$ cat src/rtl/pwrup_seq_pkg.sv
package pwrup_seq_pkg;
  typedef enum logic [2:0] {
    ST_IDLE = 3'd0,
    ST_POR  = 3'd1,
    ST_PWRT = 3'd2,
    ST_OST  = 3'd3,
    ST_PLL  = 3'd4,
    ST_RUN  = 3'd5
  } stage_e;
endpackage

$ cat src/rtl/pwrup_tick_timer.sv
module pwrup_tick_timer #(
  parameter int W = 8
) (
  input  logic         clk_i,
  input  logic         rst_ni,
  input  logic         clr_i,
  input  logic         en_i,
  input  logic         tick_i,
  input  logic [W-1:0] limit_i,
  output logic         done_o
);
  logic [W-1:0] cnt_q;

  always_ff @(posedge clk_i or negedge rst_ni) begin
    if (!rst_ni)              cnt_q <= '0;
    else if (clr_i)           cnt_q <= '0;
    else if (en_i && tick_i)  cnt_q <= cnt_q + 1'b1;
  end

  assign done_o = en_i && tick_i && (({1'b0, cnt_q} + 1'b1) == {1'b0, limit_i});
endmodule

$ cat src/rtl/pwrup_osc_count.sv
module pwrup_osc_count #(
  parameter int EDGES = 1024,
  localparam int W = $clog2(EDGES + 1)
) (
  input  logic clk_i,
  input  logic rst_ni,
  input  logic osc_i,
  input  logic clr_i,
  input  logic en_i,
  output logic done_o
);
  logic [2:0]   sync_q;
  logic [W-1:0] cnt_q;
  logic         rise;

  always_ff @(posedge clk_i or negedge rst_ni) begin
    if (!rst_ni) sync_q <= '0;
    else         sync_q <= {sync_q[1:0], osc_i};
  end

  assign rise = sync_q[1] && !sync_q[2];

  always_ff @(posedge clk_i or negedge rst_ni) begin
    if (!rst_ni)            cnt_q <= '0;
    else if (clr_i)         cnt_q <= '0;
    else if (en_i && rise)  cnt_q <= cnt_q + 1'b1;
  end

  assign done_o = en_i && rise && (({1'b0, cnt_q} + 1'b1) == (W+1)'(EDGES));
endmodule

$ cat src/rtl/pwrup_seq.sv
module pwrup_seq
  import pwrup_seq_pkg::*;
#(
  parameter int POR_TICKS  = 2,
  parameter int PWRT_TICKS = 72,
  parameter int PLL_TICKS  = 2,
  parameter int OST_EDGES  = 1024
) (
  input  logic       clk_i,
  input  logic       rst_ni,
  input  logic       tick_i,
  input  logic       osc_i,
  input  logic       por_i,
  input  logic       bor_i,
  input  logic       ext_rst_i,
  input  logic       pwrt_en_i,
  input  logic       xtal_mode_i,
  input  logic       pll_mode_i,
  output logic       core_rst_o,
  output logic [2:0] stage_o
);
  localparam int MAX_A = (POR_TICKS > PWRT_TICKS) ? POR_TICKS : PWRT_TICKS;
  localparam int MAX_T = (MAX_A > PLL_TICKS) ? MAX_A : PLL_TICKS;
  localparam int TW    = $clog2(MAX_T + 1);

  stage_e        st_q, st_d;
  logic          pend_q, pwr_q, rst_q;
  logic          evt, pwr_evt, tick_stage, tick_done, osc_done, chg;
  logic [TW-1:0] limit;
  stage_e        after_ost, after_pwrt;

  assign evt     = por_i || bor_i || ext_rst_i;
  assign pwr_evt = por_i || bor_i;

  assign after_ost  = pll_mode_i  ? ST_PLL : ST_RUN;
  assign after_pwrt = xtal_mode_i ? ST_OST : after_ost;

  always_comb begin
    st_d = st_q;
    if (evt) begin
      st_d = ST_IDLE;
    end else begin
      unique case (st_q)
        ST_IDLE: if (pend_q) st_d = pwr_q ? ST_POR : after_pwrt;
        ST_POR:  if (tick_done) st_d = pwrt_en_i ? ST_PWRT : after_pwrt;
        ST_PWRT: if (tick_done) st_d = after_pwrt;
        ST_OST:  if (osc_done)  st_d = after_ost;
        ST_PLL:  if (tick_done) st_d = ST_RUN;
        default: st_d = st_q;
      endcase
    end
  end

  // a power event stays pending until run is reached
  always_ff @(posedge clk_i or negedge rst_ni) begin
    if (!rst_ni) begin
      st_q   <= ST_IDLE;
      pend_q <= 1'b0;
      pwr_q  <= 1'b0;
      rst_q  <= 1'b1;
    end else begin
      st_q  <= st_d;
      rst_q <= (st_d != ST_RUN);
      if (evt)                 pend_q <= 1'b1;
      else if (st_q == ST_IDLE) pend_q <= 1'b0;
      if (pwr_evt)             pwr_q <= 1'b1;
      else if (st_q == ST_RUN) pwr_q <= 1'b0;
    end
  end

  assign chg        = (st_d != st_q);
  assign tick_stage = (st_q == ST_POR) || (st_q == ST_PWRT) || (st_q == ST_PLL);

  always_comb begin
    unique case (st_q)
      ST_POR:  limit = TW'(POR_TICKS);
      ST_PWRT: limit = TW'(PWRT_TICKS);
      default: limit = TW'(PLL_TICKS);
    endcase
  end

  pwrup_tick_timer #(.W(TW)) u_tmr (
    .clk_i   (clk_i),
    .rst_ni  (rst_ni),
    .clr_i   (chg),
    .en_i    (tick_stage),
    .tick_i  (tick_i),
    .limit_i (limit),
    .done_o  (tick_done)
  );

  pwrup_osc_count #(.EDGES(OST_EDGES)) u_ost (
    .clk_i  (clk_i),
    .rst_ni (rst_ni),
    .osc_i  (osc_i),
    .clr_i  (chg),
    .en_i   (st_q == ST_OST),
    .done_o (osc_done)
  );

  assign stage_o    = st_q;
  assign core_rst_o = rst_q;
endmodule

$ cat config.mk
export PLATFORM = sky130hd
export DESIGN_NAME = pwrup_seq
export DESIGN_NICKNAME = d
export VERILOG_FILES = /design/src/rtl/pwrup_seq_pkg.sv /design/src/rtl/pwrup_tick_timer.sv /design/src/rtl/pwrup_osc_count.sv /design/src/rtl/pwrup_seq.sv
export SDC_FILE = /design/constraint.sdc
export NUM_CORES = 1
export LEC_CHECK = 0
export ABC_AREA = 1
export BUFFER_PORTS_ARGS = -buffer_cell sky130_fd_sc_hd__buf_2
export CORE_AREA = 2 2 59 61
export CTS_CLUSTER_DIAMETER = 120
export DETAILED_ROUTE_END_ITERATION = 16
export DIE_AREA = 0 0 61 63
export PLACE_DENSITY = 0.78
export SLEW_MARGIN = 5
export SYNTH_ARGS = -nofsm -noshare
export SYNTH_HDL_FRONTEND = slang
export SYNTH_HIERARCHICAL = 1
export SYNTH_SLANG_ARGS = --single-unit
$ cat constraint.sdc
create_clock -name clk_i -period 3 [get_ports clk_i]
set_input_delay 0.3 -clock clk_i [delete_from_list [all_inputs] [get_ports clk_i]]
set_output_delay 0.3 -clock clk_i [all_outputs]
set_load 0.05 [all_outputs]
After elaboration in Yosys (flattened, before gate mapping)
Cells that the tools add are included.

cells by class
  $add $sub $neg = 4
  equal/unequal tests = 9
  muxes and demuxes = 20
  reduce and logical (&&, ||, !) cells = 15

operators by type and width
  operator                                                number
  two-way mux 3 bit                                       9
  two-way mux 11 bit                                      2
  two-way mux 7 bit                                       3
  one-hot mux 3 bit (5 select lines)                      1
  adder 11 x 1 -> 12 bit (second input constant)          1
  equality test 12 x 11 -> 1 bit (second input constant)  1
  adder 11 x 1 -> 11 bit (second input constant)          1
  adder 7 x 1 -> 8 bit (second input constant)            1
  equality test 8 x 7 -> 1 bit                            1
  nonzero test 2 bit                                      4
  adder 7 x 1 -> 7 bit (second input constant)            1
  equality test 3 x 2 -> 1 bit (second input constant)    2
  equality test 3 bit (second input constant)             2
  logical AND 1 bit                                       5
  two-way mux 1 bit                                       5
  logical OR 1 bit                                        4
  equality test 3 x 1 -> 1 bit (second input constant)    1
  logical NOT 3 bit                                       1
  inequality test 3 bit                                   1
  inequality test 3 bit (second input constant)           1
  logical NOT 1 bit                                       1

storage, ports and cells
  bits in registers = 27
  bits of input ports = 10
  output and inout port bits = 4
  word-level logic and storage cells = 55

Depth between registers and ports, before layout
  word-level depth = 10
  gate-level depth with buffers = 23

Hierarchy
Netlist, hierarchy kept.

by module, submodules not included
  module            instances  cells an instance  area each (µm²)  seq. area each (µm²)
  pwrup_osc_count   1          109                792.0            350.3
  pwrup_tick_timer  1          87                 566.8            175.2
  pwrup_seq         1          90                 501.7            151.4

Worst setup path before layout
OpenSTA, ideal clock, no wires.

  path type = flip-flop to flip-flop
  start = reg st_q[1] (netlist: stage_o[1])
  end = reg u_ost.cnt_q[10]
  library setup time = 83 ps
  arrival = 2939 ps
  data required time = 2917 ps
  slack = -21 ps
  stages on the path, launching flop included = 23
  buffers on the path = 0
  period minus slack after synthesis = 3021 ps
  cells stage by stage = dfrtp_1 nor2_1 nor2_1 nand2_1 o21ai_0 nand2_1 nor2_1 nand3_1 nor2_1 nand3_1 nor2_1 nand3_1 nor2_1 nor2_1 nand2_1 nand2_1 nand2_1 nand2_1 inv_1 nand3_1 nor2_2 inv_1 o22ai_1

on the way
  longest elaborated chain between the ends = 10

ends and longest elaborated chain
  what                                                                          RTL line                                           source
  start, declared                                                               pwrup_seq.sv:26                                    stage_e st_q, st_d;
  start signal, assigned                                                        pwrup_seq.sv:62                                    st_q <= st_d;
  equality test 3 x 1 -> 1 bit or equality test 3 x 2 -> 1 bit (tied branches)  pwrup_seq.sv:72                                    assign tick_stage = (st_q == ST_POR) || (st_q == ST_PWRT) || (st_q == ST_PLL);
  logical OR 1 bit                                                              pwrup_seq.sv:72
  logical OR 1 bit *                                                            pwrup_seq.sv:72
  net tick_stage                                                                pwrup_seq.sv:28                                    logic evt, pwr_evt, tick_stage, tick_done, osc_done, chg;
  logical AND 1 bit * (2 in a row)                                              pwrup_tick_timer.sv:20                             assign done_o = en_i && tick_i && (({1'b0, cnt_q} + 1'b1) == {1'b0, limit_i});
  net tick_done                                                                 pwrup_seq.sv:28
  two-way mux 3 bit, on equally long branches                                   pwrup_seq.sv:48, pwrup_seq.sv:45, pwrup_seq.sv:46
  one-hot mux 3 bit (5 select lines) *                                          pwrup_seq.sv:43                                    unique case (st_q)
  two-way mux 3 bit *                                                           pwrup_seq.sv:40                                    if (evt) begin
  inequality test 3 bit *                                                       pwrup_seq.sv:71                                    assign chg = (st_d != st_q);
  net chg                                                                       pwrup_seq.sv:28
  two-way mux 11 bit or nonzero test 2 bit (tied branches)                      --
  end signal, assigned                                                          pwrup_osc_count.sv:26                              else if (en_i && rise) cnt_q <= cnt_q + 1'b1;
  end, declared                                                                 pwrup_osc_count.sv:13                              logic [W-1:0] cnt_q;

Mark *: on every way through the listed nets, which the timed path passes. The rest lies on a longest branch.
A chain may end at the register's enable or synchronous reset.

Worst setup path after layout
  start = reg st_q[1] (netlist: stage_o[1])
  end = reg u_ost.cnt_q[0]

The elaborated chain is that of the path after synthesis.

==> summary.md <==
| Metric | Value |
|---|---|
| DR iter-0 viols | `106` |
| Yosys Warn Count | `6` |
| Max FO, Critical Path | `7` |
| Worst-Skew Late Latency | `approximately 0.33 ns` |
| Crit path max-delay cell type | `dfrtp_2` |
| Final hold violations | `0` |
| Finish-stage setup viols | `0` |
| WL final | `between 4 and 5 mm` |
| EDFF count, synth | `0` |
| Peak VDD IR | `0.279 mV` |
| Hold Path Class | `in2reg` |
| CP Cell Sequence | `nand2_2 -> inv_2 -> nor2_2 -> nand2_1 -> o21ai_1 -> nand2_1 -> nor2_1 -> nand3_1 -> nor2_2 -> nand3_2 -> nor2_4 -> nand3_2 -> nor2_2 -> nor2_1 -> nand2_1 -> nand2_1 -> nand2_1 -> nand2_2 -> inv_2 -> nand3_4 -> nor2_4 -> buf_6 -> nor2_1 -> a21oi_1` |
| Site Rows | `21` |
| Syn_area_per_cell | `around 6.5 µm²` |
| DPL Wire Length | `around 3.1 mm` |
| Reg area | `681 µm²` |
| Final net count | `approximately 340` |
| Worst setup SP type | `flip-flop` |
| Status | `finished clean` |
| Ant. Diodes | `0` |
| # fillers | `285` |
| Leading register cell type out of synthesis | `dfrtp_1` |
| Clock root buffer | `clkbuf_4` |
| IO Port Bufs | `13` |
| Finished Cell Area | `0.00222 mm²` |
| Post-Syn Area | `0.00186 mm²` |
| H-tree depth | `1` |
| CTS Buf Count | `3` |
| Worst Path Class, Setup | `reg2reg` |
| Die W | `61 µm` |
| Hold WS | `0.0655 ns` |
| Antenna violations before repair | `0` |
| Routability-driven placement congestion ratio | `0.965` |
| Number of global-route vias before repair | `1640` |
| Global-route wire length before repair | `6.96 mm` |
| CORE AREA | `0.00323 mm²` |
| Routed wire per std cell | `11.3 µm` |
| Io pins | `14` |
| Area of the multi-input gates | `0.00112 mm²` |
| Worst Setup End Kind | `flip-flop` |
| Power per Cell Area | `295 mW/mm²` |
| CTS tree | `done` |
| DRC viols | `0` |
| Worst Path Buf+Inv | `3` |
| Critical path data arrival time | `just over 3 ns` |
| Crit path launch | `stage_o[1]` |
| Slew of the pin with the lowest slew margin | `0.595 ns` |
| Start of the worst register-to-register path | `stage_o[1]` |
| Slew Limit Fails | `0` |
| CP peak stage delay | `0.48 ns` |
| Final worst-path cycle share | `0.942` |
| Total GRT Usage | `0.232` |
| Final Core Density | `0.688` |
| Via/cell ratio | `5.01` |
| TritonRoute pass-1 iters | `4` |
| Synth async-reset ratio | `1.00` |
| Largest net degree at the start of global routing | `28` |
| Cell count after synthesis | `roughly 290` |
| Via count | `between 1500 and 2000` |
| Worst EP required | `between 3 and 4 ns` |
| Sequential share of the synthesized area | `0.364` |
| Post-DP Area | `between 0.002 and 0.0025 mm²` |
| Worst rel slew slack | `0.604` |
| Cell variety after synth | `26` |
| Layout cells sized above 1 | `0.238` |
| Clk buf depth | `2` |
| CP delay by family, top | `simple AND/OR/NAND/NOR gates` |
| Peak Freq | `0.354 GHz` |
| Worst Min Path Start | `osc_i` |
| Clock skew | `0.00118 ns` |
| Fin crit period | `between 2 and 3 ns` |
| Max-cap violations | `0` |
| Seq cells post-synth | `27` |
| Starting density of the core | `0.576` |
| Leak pwr | `around 1.1 nW` |
| Syn-to-layout area delta | `19.5%` |
| Total grt overflow | `0` |
| Die Y | `63 µm` |
| Die area | `0.00384 mm²` |
| Clock sinks | `27` |
| Final ANT Viol Nets | `0` |
| CTS clk-pin slew, worst paths | `0.14 ns` |
| Most frequent CP cell | `nand2_1` |
## placed cells by master (no fill, tap or decap), drive strengths merged, types with 3 or more instances in the layout
| cell | instances |
|---|---|
| o21ai | 17 |
| ha | 3 |
| nand4 | 3 |
| a21oi | 4 |
| dfrtp | 26 |
| clkbuf | 4 |
| inv | 40 |
| nand3 | 36 |
| clkinv | 3 |
| o22ai | 5 |
| nor2 | 42 |
| buf | 26 |
| conb | 7 |
| nand2 | 97 |
## what timing repair did
action                                  in CTS  in global routing
hold endpoints to repair                    26                  0
pin swaps                                    0                 13
buffers inserted                             0                  8
resized for setup                            3                 29
endpoints found under the setup margin       9                 18
hold buffers                                 1                  0
## state kept, by name, indices dropped and copies added (netlist names)
| name | flops |
|---|---|
| u_ost/sync_q | 3 |
| core_rst_o | 1 |
| u_tmr/cnt_q | 7 |
| stage_o | 3 |
| u_ost/cnt_q | 11 |
| pend_q | 1 |
| pwr_q | 1 |
## final timing paths
kind | endpoint | slack (ns) | depth (start not counted)
setup reg to reg | u_ost/cnt_q[0] | 0.17 | 24
hold reg to reg | u_ost/sync_q[1] | 0.37 | 0
setup / recovery | u_ost/cnt_q[0] | 0.17 | 24
hold / removal | u_ost/sync_q[0] | 0.07 | 1
min in group asynchronous | u_ost/cnt_q[5] | 0.49 | 2
max in group asynchronous | u_ost/cnt_q[0] | 2.09 | 2
## kinds of logic after synthesis
group	after synthesis	share of synthesized area
adders and majority gates	3	0.0202
other	1	0.00202
and+or+nand+nor	182	0.433
buffers and inverters	43	0.0874
xor gates and xnor gates	3	0.0141
AOI/OAI and AO/OA	27	0.0794
DFF	27	0.364
## routing by layer
metal	routed length (µm)	track usage	part of all wire
met5	0	0	0
met4	51	0.0435	0.012
met3	209	0.0331	0.050
met2	1910	0.358	0.46
met1	1990	0.349	0.48
## power by group
group | total [mW] | internal (mW) | switching, mW
Sequential | 0.386 | 0.376 | 0.00939
Combinational | 0.113 | 0.0433 | 0.0692
Clock | 0.158 | 0.0522 | 0.106
## final cells by class
| type | instances | area share |
|---|---|---|
| clock buffers | 4 | 0.0118 |
| flip-flops and latches | 27 | 0.306 |
| repair buffers | 27 | 0.0810 |
| inverters | 43 | 0.0732 |
| well taps | 46 | 0.0259 |
| multi-input cells | 222 | 0.502 |
## synthesized netlist by cell type, types with 2 or more instances
cell type	instances	area, µm²
nand3b_1	2	15.0
nand2_2	7	43.8
nand4_1	3	18.8
a21oi_1	4	20.0
dfrtp_1	26	651
o21ai_1	3	15.0
nor2_1	34	128
o21ai_0	13	65.1
nand3_1	33	165
nand2_1	90	338
clkinv_1	2	7.51
xor2_1	2	17.5
nor2_2	7	43.8
inv_1	35	131
o22ai_1	5	31.3
ha_1	3	37.5
inv_2	5	18.8
or2_1	2	12.5
nand3_2	3	30.0
## stage by stage
stage,TNS (ns),std cells,setup WS [ns],power [mW]
6_report,0,369,0.173,0.657
5_1_grt,-0.746,369,-0.0859,0.700
4_1_cts,0,361,0.0283,0.658
3_5_place_dp,-0.319,356,-0.114,0.498
3_3_place_gp,-0.0127,356,-0.0127,0.498
2_1_floorplan,0,292,0.0199,0.456
(Power assumes the default switching activity.)
